[src/rtl/flr_pkg.sv]
package flr_pkg;
  localparam int unsigned LFSR_W = 16;

  typedef struct packed {
    logic capture;
    logic step;
    logic reseed;
  } flrStrobe_t;
endpackage

[src/rtl/flr_ctrl.sv]
module flr_ctrl import flr_pkg::*; #(
  parameter int unsigned FRAME_W       = 28,
  parameter int unsigned LOCK_HITS     = 8,
  parameter int unsigned UNLOCK_MISSES = 4
) (
  input  logic       clk,
  input  logic       rstN,
  input  logic       markerOk,
  output flrStrobe_t strobe,
  output logic       lockQ,
  output logic       errQ
);
  localparam int unsigned PH_W   = $clog2(FRAME_W);
  localparam int unsigned HIT_W  = $clog2(LOCK_HITS + 1);
  localparam int unsigned MISS_W = $clog2(UNLOCK_MISSES + 1);
  localparam logic [PH_W-1:0]   LAST_PH   = PH_W'(FRAME_W - 1);
  localparam logic [HIT_W-1:0]  LAST_HIT  = HIT_W'(LOCK_HITS - 1);
  localparam logic [MISS_W-1:0] LAST_MISS = MISS_W'(UNLOCK_MISSES - 1);

  logic [PH_W-1:0]   phaseCnt;
  logic [HIT_W-1:0]  hitCnt;
  logic [MISS_W-1:0] missCnt;
  logic              frameEnd;

  assign frameEnd = (phaseCnt == LAST_PH);

  always_comb begin
    strobe.capture = frameEnd & lockQ & markerOk;
    strobe.step    = frameEnd & lockQ;
    strobe.reseed  = frameEnd & ~lockQ & markerOk & (hitCnt == LAST_HIT);
  end

  always_ff @(posedge clk or negedge rstN) begin
    if (!rstN) begin
      phaseCnt <= '0;
      hitCnt   <= '0;
      missCnt  <= '0;
      lockQ    <= 1'b0;
      errQ     <= 1'b0;
    end else begin
      errQ <= frameEnd & lockQ & ~markerOk;
      if (!frameEnd) begin
        phaseCnt <= phaseCnt + 1'b1;
      end else if (!lockQ) begin
        if (markerOk) begin
          phaseCnt <= '0;
          if (hitCnt == LAST_HIT) begin
            lockQ   <= 1'b1;
            hitCnt  <= '0;
            missCnt <= '0;
          end else begin
            hitCnt <= hitCnt + 1'b1;
          end
        end else begin
          // slip: hold phase so the next cycle tests the next offset
          hitCnt <= '0;
        end
      end else begin
        phaseCnt <= '0;
        if (markerOk) begin
          missCnt <= '0;
        end else if (missCnt == LAST_MISS) begin
          lockQ   <= 1'b0;
          missCnt <= '0;
          hitCnt  <= '0;
        end else begin
          missCnt <= missCnt + 1'b1;
        end
      end
    end
  end

  a_r2_lock_after_hits: assert property (@(posedge clk) disable iff (!rstN)
    $rose(lockQ) |-> ($past(hitCnt) == LAST_HIT));

  a_r5_drop_after_misses: assert property (@(posedge clk) disable iff (!rstN)
    $fell(lockQ) |-> (($past(missCnt) == LAST_MISS) && errQ));

  a_r4_err_only_locked: assert property (@(posedge clk) disable iff (!rstN)
    errQ |-> $past(lockQ));
endmodule

[src/rtl/flr_datapath.sv]
module flr_datapath import flr_pkg::*; #(
  parameter int unsigned       DATA_W = 24,
  parameter logic [LFSR_W-1:0] SEED   = 16'hFFFF
) (
  input  logic              clk,
  input  logic              rstN,
  input  logic              serIn,
  input  flrStrobe_t        strobe,
  output logic              markerOk,
  output logic [DATA_W-1:0] dataQ,
  output logic              vsQ,
  output logic              hsQ,
  output logic              deQ,
  output logic              validQ
);
  localparam int unsigned FRAME_W = DATA_W + 4;

  logic [FRAME_W-1:0] shiftQ;
  logic [LFSR_W-1:0]  lfsrQ;
  logic [LFSR_W-1:0]  lfsrNext;
  logic [DATA_W-1:0]  mask;
  logic [DATA_W-1:0]  rawData;
  logic [DATA_W-1:0]  cleanData;
  logic               invFlag;
  logic               deFlag;
  logic [DATA_W-1:0]  nextData;
  logic               nextVs;
  logic               nextHs;

  always_ff @(posedge clk or negedge rstN) begin
    if (!rstN) shiftQ <= '0;
    else       shiftQ <= {shiftQ[FRAME_W-2:0], serIn};
  end

  assign markerOk = shiftQ[FRAME_W-1] & ~shiftQ[0];
  assign invFlag  = shiftQ[FRAME_W-2];
  assign deFlag   = shiftQ[FRAME_W-3];
  assign rawData  = shiftQ[DATA_W:1];

  assign lfsrNext = {lfsrQ[LFSR_W-2:0], lfsrQ[15] ^ lfsrQ[13] ^ lfsrQ[12] ^ lfsrQ[10]};

  for (genvar i = 0; i < DATA_W; i++) begin : g_mask
    assign mask[i] = lfsrQ[i % LFSR_W];
  end

  always_ff @(posedge clk or negedge rstN) begin
    if (!rstN)              lfsrQ <= SEED;
    else if (strobe.reseed) lfsrQ <= SEED;
    else if (strobe.step)   lfsrQ <= lfsrNext;
  end

  always_comb begin
    cleanData = rawData ^ mask;
    if (invFlag) cleanData = ~cleanData;
    if (deFlag) begin
      nextData = cleanData;
      nextVs   = 1'b0;
      nextHs   = 1'b0;
    end else begin
      nextData = '0;
      nextVs   = cleanData[1];
      nextHs   = cleanData[0];
    end
  end

  always_ff @(posedge clk or negedge rstN) begin
    if (!rstN) begin
      dataQ  <= '0;
      vsQ    <= 1'b0;
      hsQ    <= 1'b0;
      deQ    <= 1'b0;
      validQ <= 1'b0;
    end else begin
      validQ <= strobe.capture;
      if (strobe.capture) begin
        dataQ <= nextData;
        vsQ   <= nextVs;
        hsQ   <= nextHs;
        deQ   <= deFlag;
      end
    end
  end

  a_r6_reseed_value: assert property (@(posedge clk) disable iff (!rstN)
    strobe.reseed |=> (lfsrQ == SEED));

  a_r6_never_stuck: assert property (@(posedge clk) disable iff (!rstN)
    (strobe.step && !strobe.reseed) |=> (lfsrQ != $past(lfsrQ)));
endmodule

[src/rtl/frame_lock_rx.sv]
module frame_lock_rx import flr_pkg::*; #(
  parameter int unsigned       DATA_W        = 24,
  parameter int unsigned       LOCK_HITS     = 8,
  parameter int unsigned       UNLOCK_MISSES = 4,
  parameter logic [LFSR_W-1:0] SEED          = 16'hFFFF
) (
  input  logic              clk,
  input  logic              rstN,
  input  logic              serIn,
  output logic [DATA_W-1:0] dataOut,
  output logic              vsOut,
  output logic              hsOut,
  output logic              deOut,
  output logic              validOut,
  output logic              lockOut,
  output logic              errOut
);
  localparam int unsigned FRAME_W = DATA_W + 4;

  flrStrobe_t strobe;
  logic       markerOk;

  flr_ctrl #(
    .FRAME_W(FRAME_W), .LOCK_HITS(LOCK_HITS), .UNLOCK_MISSES(UNLOCK_MISSES)
  ) u_ctrl (
    .clk(clk), .rstN(rstN), .markerOk(markerOk),
    .strobe(strobe), .lockQ(lockOut), .errQ(errOut)
  );

  flr_datapath #(.DATA_W(DATA_W), .SEED(SEED)) u_dp (
    .clk(clk), .rstN(rstN), .serIn(serIn), .strobe(strobe),
    .markerOk(markerOk), .dataQ(dataOut), .vsQ(vsOut), .hsQ(hsOut),
    .deQ(deOut), .validQ(validOut)
  );

  a_r9_valid_needs_lock: assert property (@(posedge clk) disable iff (!rstN)
    validOut |-> lockOut);

  a_r4_valid_err_exclusive: assert property (@(posedge clk) disable iff (!rstN)
    $onehot0({validOut, errOut}));

  a_r10_hold_outputs: assert property (@(posedge clk) disable iff (!rstN)
    !validOut |-> ($stable(dataOut) && $stable(deOut) && $stable(vsOut) && $stable(hsOut)));
endmodule

[config.mk]
export PLATFORM = sky130hd
export DESIGN_NAME = frame_lock_rx
export DESIGN_NICKNAME = d
export VERILOG_FILES = /design/src/rtl/flr_pkg.sv /design/src/rtl/flr_ctrl.sv /design/src/rtl/flr_datapath.sv /design/src/rtl/frame_lock_rx.sv
export SDC_FILE = /design/constraint.sdc
export NUM_CORES = 1
export LEC_CHECK = 0
export CORE_ASPECT_RATIO = 1.75
export CORE_MARGIN = 10
export CORE_UTILIZATION = 56
export DETAILED_ROUTE_END_ITERATION = 10
export PLACE_DENSITY = 0.78
export SLEW_MARGIN = 20
export SYNTH_ARGS = -nofsm -noshare
export SYNTH_HDL_FRONTEND = slang
export SYNTH_SLANG_ARGS = --single-unit
[constraint.sdc]
create_clock -name clk -period 2.19 [get_ports clk]
set_clock_uncertainty 0.2 [all_clocks]
set_input_delay 0.657 -clock clk [delete_from_list [all_inputs] [get_ports clk]]
set_output_delay 0.657 -clock clk [all_outputs]
set_load 0.01 [all_outputs]
### Word-level counts from Yosys, hierarchy flattened

Index checks and enable logic that the tools add are counted.

* logic and storage cells: 65
* output and inout bits: 30
* flip-flop bits (word level): 86

* multiplexer cells: 24
* add/sub/neg operators: 3
* reduce and logical (&&, ||, !) cells: 5
* equality and inequality tests: 6
* bitwise operators: 15

Operators by type and width (number)
* two-way mux 24 bit: 2
* two-way mux 16 bit: 2
* NOT 24 bit: 1
* XOR 24 bit: 1
* two-way mux 4 bit: 5
* two-way mux 3 bit: 5
* two-way mux 5 bit: 3
* AND 1 bit: 7
* two-way mux 1 bit: 7
* AND reduction 3 bit: 2
* nonzero test 2 bit: 3
* adder 5 x 1 -> 5 bit (second input constant): 1
* == test 5 bit (second input constant): 1
* adder 4 x 1 -> 4 bit (second input constant): 1
* == test 4 x 3 -> 1 bit (second input constant): 1
* != test 2 bit (second input constant): 2
* adder 3 x 1 -> 3 bit (second input constant): 1
* == test 3 x 2 -> 1 bit (second input constant): 1
* != test 3 x 1 -> 1 bit (second input constant): 1
* NOT 1 bit: 3
* XOR 1 bit: 3

### Logic depth before layout (Yosys ltp)

Gate-level depths: netlist (run 1).

* word-level depth: 5
* depth in mapped cells: 8
* depth with buffers taken out: 6

### Hierarchy

Synthesis (run 1) repeated with hierarchy kept, for this count alone.

* cell total of the unflattened synthesis: 289
* area, all modules: 3602.2 µm²

By module, submodules not included
* flr_datapath: cells an instance 208, seq. area each 1821.7 µm², times used 1, area an instance 2787.7 µm²
* flr_ctrl: cells an instance 81, seq. area each 350.3 µm², times used 1, area an instance 814.5 µm²

### Least setup slack after synthesis (run 1)

Ideal clock, no wire load.

* path type: register to register
* from: register u_ctrl.phaseCnt[0]
* to: register u_dp.lfsrQ[12]
* stages on the path, launching flop included: 8
* arrival: 1.680 ns
* buffers on the path: 3
* slack: 0.227 ns
* required time: 1.907 ns
* clock period less this slack: 1.963 ns
* cell sequence: dfrtp_1 ha_1 and4b_1 buf_6 and2_4 buf_6 buf_6 a221o_1

* cells in the longest elaborated chain, start to end: 5
* elaborated cells between the ends (all ways): 7

Ends and longest elaborated chain
* start: declaration: RTL line flr_ctrl.sv:20 `logic [PH_W-1:0] phaseCnt;`
* start signal: assignment: RTL line flr_ctrl.sv:43 `phaseCnt <= phaseCnt + 1'b1;`
* == test 5 bit (*): RTL line flr_ctrl.sv:25 `assign frameEnd = (phaseCnt == LAST_PH);`
* AND 1 bit (3 in a row): RTL line flr_ctrl.sv:30 `strobe.reseed = frameEnd & ~lockQ & markerOk & (hitCnt == LAST_HIT);`
* two-way mux 16 bit or nonzero test 2 bit (tied branches)
* end signal: assignment: RTL line flr_datapath.sv:49 `else if (strobe.step) lfsrQ <= lfsrNext;`
* end: declaration: RTL line flr_datapath.sv:19 `logic [LFSR_W-1:0] lfsrQ;`

Mark *: on every way between the ends. The rest lies on a longest branch, timed or not.
A chain may end at the register's enable or synchronous reset.

### Final worst setup path (run 1)

* from: register u_dp.dataQ[1]
* to: output dataOut[1]

RTL lines
* start: declaration: RTL line flr_datapath.sv:10 `output logic [DATA_W-1:0] dataQ,`
* start signal: assignment: RTL line flr_datapath.sv:76 `dataQ <= nextData;`
* end: declaration: RTL line frame_lock_rx.sv:10 `output logic [DATA_W-1:0] dataOut,`

No word-level cell between the ends.

==> results.toml, run 1 <==
[sta]
slew_headroom = 0.525
hold_viol_final = 0
tightest_slew_ns = 0.712
holdWs_ns = 0.0391
max_freq_ghz = 0.468
setup_viol_count_final = 0
post-route-min-period_ns = 2.14
slew_viol_final = 0
fin_crit_sh = 0.976
setup-tns-final_ns = 0
rsz0062_at_grt = "no"

[worst_setup_path]
worstReg2RegEnd = "u_dp.lfsrQ[11]"
r2r_start = "u_ctrl.hitCnt[0]"
reg2regPathDepth = 5
path_max_fanout = 2
cp_slowest_stage_delay_ns = 0.55
endpoint_kind = "primary output"
crit_required_ns = 1.33
worst-path-buf-inv = 1
crit_chain = "clkdlybuf4s50_1"
criticalPathCategory = "reg -> out"
start_kind = "flip-flop"
slowest_stage = "clkdlybuf4s50_1"
critPathTopFamily = "buffers and inverters"
r2r_slack_ns = 0.17
arrival_ns = 1.28

[floorplanning]
num_rows = 38
start_util = 0.569
core_area_sq_um = 6130
fp.dieH_um = 124
die_x_um = 79.7
dieArea_sq_um = 9910
num_io_pins = 33

[grt]
met2_usage = 0.229
grt_use_met3 = 0.0455
grt_max_degree = 49
overflow = 0
grt_use_met1 = 0.146
grt_first_pass_wirelength_um = 10700
grt_usage = 0.136
busiest_layer = "met2"
grt_pass1_vias = 2231
antenna_found_initial = 0

[detailed_routing]
ant_nets = 0
num_vias = 2170
wl_per_cell_um = 16.1
routed_wirelength_um = 6340
first_iter_violations = 106
drt-vias-per-instance = 5.49
dr.pass1.iters = 4
drt_drc_violations_left = 0

[pwr]
ir_worst_vdd_v = 0.000531
leakage_nw = 1.76
p_per_area_nw_per_um2 = 761
p_total_mw = 3.13

[synthesis]
syn-cell-area_sq_um = 3490
synth_fp_nets = 279
synth_warnings = 0
synth_cell_type_count = 34
yosysTopAreaCellShare = 0.502
seq_area_frac_synth = 0.622
synth_top_cell_by_area = "dfrtp_1"
syn_inst = 273
avgSynthCellArea_sq_um = 12.8
ys_seq_elements = 86
synth_area_leaders = "dfrtp_1 50%, dfstp_2 12%, xor2_1 6.0%"

[job]
cap_violations = 0

[cts]
cts_sinks = 86
path_clk_slew_ns = 0.08
root_buffer = "clkbuf_8"
cts_hold_buf = 0
cts_tree = "yes"
htree_num_levels = 3
cts.repair.resized = 0
clockBufferDepth = 2
clock_latency_ns = 0.34
post_cts_buffers = 0
cts_buffers = 9

[place]
dp_hpwl_um = 4620
place_congestion = 0.834
port-buffer-count = 32

[layout]
drive_gt1_frac = 0.146
syn2layout_area_growth_pct = 17.8
nets = 316
diodes = 0

[min_path]
hold_class = "in -> async"

[outcome]
status = "completed"
==> per-layer routing <==
metal | share of wire | vias to the layer above
met5 | 0 | -
li1 | - | 1046
met1 | 0.40 | 1079
met4 | 0.015 | 0
met3 | 0.046 | 5
met2 | 0.54 | 40
==> cell usage after synthesis <==
master	n
buf_6	4
and3_1	2
nand3_1	6
nor2_1	5
a221o_1	16
xor2_1	24
clkbuf_1	5
o21ai_0	10
buf_4	1
and2_4	1
dfstp_2	16
xnor2_1	19
o31ai_1	22
nor2b_1	2
o21ai_2	1
nand4b_2	1
nand2_1	31
or3_4	1
nand3b_1	2
mux2i_1	1
a21boi_0	2
o311ai_0	1
a21oi_1	4
nor4_1	1
buf_2	5
nor3_1	3
ha_1	3
a211oi_1	1
nor2_4	1
and4b_1	1
a22o_1	7
inv_1	3
dfrtp_1	70
nand2b_1	1
==> per-stage QoR <==
stage / cell area, sq um / cells / setup slack, ns / utilization
6_report: 4110 / 395 / 0.0528 / 0.670
5_1_grt: 4110 / 395 / 0.00745 / 0.670
4_1_cts: 4110 / 395 / 0.0403 / 0.670
3_5_place_dp: 3910 / 379 / 0.194 / 0.637
3_3_place_gp: 3910 / 379 / 0.276 / 0.637
2_1_floorplan: 3490 / 273 / 0.227 / -
==> how the worst max path moves through the flow <==
stage          cells after the start          startpoint  slack, ns             end
3_3_place_gp                       5    u_ctrl.hitCnt[0]       0.28   u_dp.lfsrQ[0]
4_1_cts                            1       u_dp.dataQ[1]       0.04      dataOut[1]
3_5_place_dp                       5    u_ctrl.hitCnt[0]       0.19   u_dp.lfsrQ[2]
5_1_grt                            1       u_dp.dataQ[1]      0.007      dataOut[1]
2_1_floorplan                      7  u_ctrl.phaseCnt[0]       0.23  u_dp.lfsrQ[12]
6_report                           1       u_dp.dataQ[1]       0.05      dataOut[1]
==> final cells by class <==
cell class                 instances  area, sq um
clock buffer                      13          159
clock inverter                     3         42.5
fill                             468         2020
inverter                           3         11.3
multi-input combinational        169         1210
sequential                        86         2170
tap                               80          100
timing repair buffer              41          410
==> report_power, final <==
group | leakage [nW] | total, mW | switching [mW] | internal, mW
sequential | 1.07 | 1.78 | 0.0991 | 1.68
combinational | 0.595 | 0.261 | 0.139 | 0.121
clock | 0.0996 | 1.09 | 0.505 | 0.588
total | 1.76 | 3.13 | 0.743 | 2.39
==> cell families (layout without fill, tap and decap cells) <==
family	count (synthesis)	count (layout)	share of synthesized area
DFF	86	86	0.622
buffers and inverters	18	60	0.0308
adders and majority gates	3	3	0.0108
AOI/OAI and AO/OA	64	64	0.142
xor gates and xnor gates	43	43	0.108
muxes	1	1	0.00287
and+or+nand+nor	58	58	0.0828
==> state kept, by name, summed over array words and instances (netlist names) <==
| register | count |
|---|---|
| u_ctrl.lockQ | 1 |
| u_dp.shiftQ | 28 |
| u_dp.validQ | 1 |
| u_ctrl.missCnt | 3 |
| u_dp.hsQ | 1 |
| u_dp.vsQ | 1 |
| u_dp.dataQ | 24 |
| u_ctrl.hitCnt | 4 |
| u_ctrl.phaseCnt | 5 |
| u_dp.deQ | 1 |
| u_ctrl.errQ | 1 |
| u_dp.lfsrQ | 16 |
==> layout by cell type, fill, tap and decap left out, drive strengths merged, types with 4 or more instances in the layout <==
cell type      count
buf               10
o31ai             22
xor2              24
a22o               7
a221o             16
a21oi              4
xnor2             19
clkdlybuf4s50     31
nand3              6
dfstp             16
clkbuf            13
nand2             31
dfrtp             70
nor2               6
o21ai             11
No activity file was read; power rests on OpenSTA's default activity.
==> run 2, diff against run 1 <==
--- a/config.mk
+++ b/config.mk
@@ -7,9 +7,11 @@
 export LEC_CHECK = 0
 export CORE_ASPECT_RATIO = 1.75
 export CORE_MARGIN = 10
-export CORE_UTILIZATION = 56
+export CORE_UTILIZATION = 60
+export CTS_BUF_LIST = sky130_fd_sc_hd__clkbuf_4 sky130_fd_sc_hd__clkbuf_8 sky130_fd_sc_hd__clkbuf_16
 export DETAILED_ROUTE_END_ITERATION = 10
-export PLACE_DENSITY = 0.78
+export DONT_BUFFER_PORTS = 1
+export PLACE_DENSITY = 0.76
 export SLEW_MARGIN = 20
 export SYNTH_ARGS = -nofsm -noshare
 export SYNTH_HDL_FRONTEND = slang
==> run 2 against run 1 <==
Compared with the run above: the run now ends with hold timing left; combinational power down 14%; non-clock buffer count down 32; routed wire length down 6.0%; hold slack worse by 0.25 ns; clock power down 11%; sequential share of layout area up 5.2 points; register-to-register slack better by 0.07 ns; maximum frequency up 9.4%; sequential power about the same; sequential cell count unchanged; critical endpoint is now u_dp.dataQ[20]; largest power group unchanged; highest routed layer unchanged.
==> results.toml, run 2 (synthesized netlist as in run 1, its figures left out) <==
[cts]
root_buffer = "clkbuf_8"
cts_tree = "yes"
clockBufferDepth = 2
htree_num_levels = 3
cts_buffers = 9
path_clk_slew_ns = 0.07
clock_latency_ns = 0.35
cts.repair.resized = 0
post_cts_buffers = 0
cts_sinks = 86

[grt]
grt_pass1_vias = 2163
overflow = 0
grt_max_degree = 87
antenna_found_initial = 0
grt_first_pass_wirelength_um = 10500
grt_usage = 0.139

[worst_setup_path]
cp_slowest_stage_delay_ns = 0.39
path_max_fanout = 44
endpoint = "u_dp.dataQ[20]"
arrival_ns = 2.00
r2r_start = "u_ctrl.phaseCnt[0]"
crit_required_ns = 2.24
critPathTopFamily = "simple AND/OR/NAND/NOR gates"
slowest_stage = "dfrtp_1"
crit_chain = "ha_1, and4b_1, nand3_2, buf_12, o31ai_1"
startpoint = "u_ctrl.phaseCnt[0]"
start_kind = "flip-flop"
worst-path-buf-inv = 1
reg2regPathDepth = 5
cp.depth = 5
r2r_slack_ns = 0.24
criticalPathCategory = "reg -> reg"
endpoint_kind = "flip-flop"
worstReg2RegEnd = "u_dp.dataQ[20]"

[sta]
fin_crit_sh = 0.892
holdWs_ns = -0.207
slew_headroom = 0.673
slew_viol_final = 0
hold_viol_final = 86
post-route-min-period_ns = 1.95
max_freq_ghz = 0.512
tightest_slew_ns = 0.491
rsz0062_at_grt = "no"
setup-tns-final_ns = 0
setup_viol_count_final = 0

[layout]
largest_reg_flops = 28
largest_register = "u_dp.shiftQ"
nets = 284
syn2layout_area_growth_pct = 7.31
reg_top3 = "u_dp.shiftQ x28, u_dp.dataQ x24, u_dp.lfsrQ x16"
final_cell_mix = "70 x dfrtp_1, 31 x nand2_1, 24 x xor2_1"
drive_gt1_frac = 0.166
diodes = 0
stdcell_area_sq_um = 3740
final_common_cell = "dfrtp_1"

[detailed_routing]
first_iter_violations = 199
drt-vias-per-instance = 5.68
routed_wirelength_um = 5960
num_vias = 2039
drt_drc_violations_left = 0
ant_nets = 0
wl_per_cell_um = 16.6
dr.pass1.iters = 4

[pwr]
ir_worst_vdd_v = 0.000504
p_per_area_nw_per_um2 = 794
p_total_mw = 2.97
leakage_nw = 1.64

[outcome]
status = "complete, but fails checks"
violations = "hold timing"

[floorplanning]
num_io_pins = 33
die_x_um = 77.7
start_util = 0.620
dieArea_sq_um = 9390
fp.dieH_um = 121
num_rows = 36
core_area_sq_um = 5630

[place]
dp_hpwl_um = 4290
post_dp_cell_area_sq_um = 3570
port-buffer-count = 0
place_congestion = 0.818

[min_path]
hold_class = "in -> async"

[job]
cap_violations = 0
[run 2: changes by cell type in the layout (fill, tap and decap cells not counted), sizes merged]
cell,delta
bufinv,-1
clkdlybuf4s50,-31
clkinvlp,-1
clkbuf,+1
buf,-1
clkinv,+1
[run 2: worst reg2reg max path, stage by stage, from the launching register on]
cell     delay, ns
dfrtp_1       0.39
ha_1          0.27
and4b_1       0.26
nand3_2       0.21
buf_12        0.26
o31ai_1       0.27
[run 2: worst min path at each step]
stage | from | to | depth (start not counted)
floorplan | u_dp.shiftQ[26] | u_dp.shiftQ[27] | 0
global placement | rstN | u_dp.dataQ[7] | 0
finish | rstN | u_dp.dataQ[7] | 0
global route | rstN | u_ctrl.missCnt[1] | 0
detailed placement | rstN | u_dp.dataQ[7] | 0
CTS | rstN | u_ctrl.hitCnt[3] | 0
[run 2: cell type report]
cell class	instances	area, sq um
inverters	3	11.3
multi-input cells	169	1210
repair buffers	9	80.1
clock inverters	2	10.0
clock buffers	14	161
flip-flops and latches	86	2170
fillers	433	1890
well taps	76	95.1
[run 2: through the flow]
stage	util	setup WS, ns	std cells
finish	0.665	0.237	359
global route	0.665	0.0631	359
CTS	0.665	0.219	359
detailed placement	0.635	0.236	343
global placement	0.635	0.317	343
floorplan	-	0.227	273
[run 2: power by group]
group	total, mW	switching, mW	internal, mW
Sequential	1.77	0.0980	1.68
Combinational	0.225	0.110	0.115
Clock	0.972	0.499	0.473
[run 2: layer usage]
layer / track usage / routed length, um / vias up
met2: 0.228 / 3110 / 38
met5: 0 / 0 / -
met4: 0.0768 / 118 / 0
met3: 0.0423 / 349 / 12
li1: - / - / 976
met1: 0.158 / 2390 / 1013
==> run 3, diff against run 2 <==
--- a/config.mk
+++ b/config.mk
@@ -6,12 +6,11 @@
 export NUM_CORES = 1
 export LEC_CHECK = 0
 export CORE_ASPECT_RATIO = 1.75
-export CORE_MARGIN = 10
-export CORE_UTILIZATION = 60
+export CORE_UTILIZATION = 62
 export CTS_BUF_LIST = sky130_fd_sc_hd__clkbuf_4 sky130_fd_sc_hd__clkbuf_8 sky130_fd_sc_hd__clkbuf_16
 export DETAILED_ROUTE_END_ITERATION = 10
 export DONT_BUFFER_PORTS = 1
-export PLACE_DENSITY = 0.76
+export PLACE_DENSITY = 0.78
 export SLEW_MARGIN = 20
 export SYNTH_ARGS = -nofsm -noshare
 export SYNTH_HDL_FRONTEND = slang
==> run 3 against run 2 <==
Compared with the run above: the run still ends with hold timing left; register-to-register slack about the same; critical path depth unchanged; global-route usage up 9.8 points; cell count is 0.84% lower; sequential cell count unchanged; die area is 37% lower; via count up 1.7%; sequential share of layout area decreased by 0.67 points; core utilization grew 4.4 points; critical path type unchanged.
==> results.toml, run 3 (synthesized netlist as in run 1, its figures left out) <==
[cts]
clockBufferDepth = 2
cts_tree = "yes"
post_cts_buffers = 0
htree_num_levels = 3
cts_buffers = 9
clock_latency_ns = 0.36
cts.repair.resized = 0
path_clk_slew_ns = 0.08
cts_sinks = 86
root_buffer = "clkbuf_8"

[min_path]
hold_class = "in -> async"

[outcome]
violations = "hold timing"
status = "complete, but fails checks"

[sta]
setup-tns-final_ns = 0
fin_crit_sh = 0.896
tightest_slew_ns = 0.398
hold_viol_final = 86
setup_slack_ns = 0.228
slew_viol_final = 0
post-route-min-period_ns = 1.96
setup_viol_count_final = 0
slew_headroom = 0.732
rsz0062_at_grt = "no"
max_freq_ghz = 0.510
holdWs_ns = -0.214

[pwr]
pwr-share-comb = 0.071
leakage_nw = 1.65
p_sw_frac = 0.241
p_total_mw = 3.23
power_frac_seq = 0.549
ir_worst_vdd_v = 0.000545
switchingPower_mw = 0.778
power_frac_clock = 0.380
p_int_mw = 2.46
p_per_area_nw_per_um2 = 853

[layout]
syn2layout_area_growth_pct = 8.57
diodes = 0
nets = 283
largest_reg_flops = 28
final_cell_mix = "70 x dfrtp_1, 31 x nand2_1, 24 x xor2_1"
drive_gt1_frac = 0.163
reg_top3 = "u_dp.shiftQ x28, u_dp.dataQ x24, u_dp.lfsrQ x16"
final_common_cell = "dfrtp_1"
largest_register = "u_dp.shiftQ"

[worst_setup_path]
start_kind = "flip-flop"
path_max_fanout = 44
cp_slowest_stage_delay_ns = 0.39
crit_required_ns = 2.24
arrival_ns = 2.02
endpoint_kind = "flip-flop"
crit_chain = "ha_1, and4b_1, nand3_2, buf_12, o31ai_1"
criticalPathCategory = "reg -> reg"
slowest_stage = "dfrtp_1"
reg2regPathDepth = 5

[job]
cap_violations = 0

[detailed_routing]
dr.pass1.iters = 4
ant_nets = 0
drt_drc_violations_left = 0
drt-vias-per-instance = 5.82
wl_per_cell_um = 16.9
num_vias = 2073
routed_wirelength_um = 6030
first_iter_violations = 205

[place]
pre_cts_slack_ns = 0.243
dp_hpwl_um = 4100
place_congestion = 0.745
port-buffer-count = 0

[floorplanning]
start_util = 0.653
die_x_um = 58.7
num_io_pins = 33
fp.dieH_um = 101
core_area_sq_um = 5340
num_rows = 35
dieArea_sq_um = 5940

[grt]
grt_max_degree = 87
grt_pass1_vias = 2132
grt_first_pass_wirelength_um = 10200
overflow = 0
antenna_found_initial = 0
grt_usage = 0.237
-- run 3: through the flow --
stage          hold WS, ns  instances   util  instance area [sq um]
2_1_floorplan        0.149        273      -                   3490
3_3_place_gp         0.163        340  0.667                   3560
3_5_place_dp         0.163        340  0.667                   3560
4_1_cts             -0.230        356  0.709                   3790
5_1_grt             -0.243        356  0.709                   3790
6_report            -0.214        356  0.709                   3790
-- run 3: final timing paths --
check | start | to | slack, ns
setup / recovery | u_ctrl.phaseCnt[1] | u_dp.dataQ[4] | 0.23
hold / removal | rstN | u_dp.dataQ[7] | -0.21
setup reg to reg | u_ctrl.phaseCnt[1] | u_dp.dataQ[4] | 0.23
hold reg to reg | u_dp.shiftQ[2] | u_dp.shiftQ[3] | 0.19
max in group asynchronous | rstN | u_dp.lfsrQ[0] | 1.80
min in group clk | serIn | u_dp.shiftQ[0] | 0.13
-- run 3: area by class of cell --
type / count / area [sq um]
multi-input combinational: 169 / 1210
timing repair buffer: 8 / 72.6
tap: 74 / 92.6
clock inverter: 6 / 93.8
clock buffer: 10 / 131
fill: 384 / 1550
sequential: 86 / 2170
inverter: 3 / 11.3
-- run 3: critical path: cells and delay by family, from the launching register on --
kind | cells | cell delay (ns)
AND/OR/NAND/NOR | 2 | 0.47
AO/OA/AOI/OAI | 1 | 0.27
buffers and inverters | 1 | 0.26
adder cells (fa/ha/maj) | 1 | 0.26
flip-flops | 1 | 0.39
-- run 3: power by group through the flow --
stage                     Clock [mW]  Sequential (mW)  Combinational [mW]
after global placement             0             1.80               0.219
after floorplan                    0             1.77               0.191
after detailed placement           0             1.80               0.233
after CTS                       1.25             1.77               0.235
final                           1.23             1.77               0.231
after global routing            1.32             1.79               0.259
-- run 3: per-layer routing --
| metal | wire length, um | vias to the layer above | global-route usage |
|---|---|---|---|
| met5 | 0 | - | 0 |
| met4 | 244 | 0 | 0.141 |
| met3 | 181 | 16 | 0.0587 |
| met2 | 3110 | 46 | 0.391 |
| met1 | 2490 | 1035 | 0.276 |
| li1 | - | 976 | - |
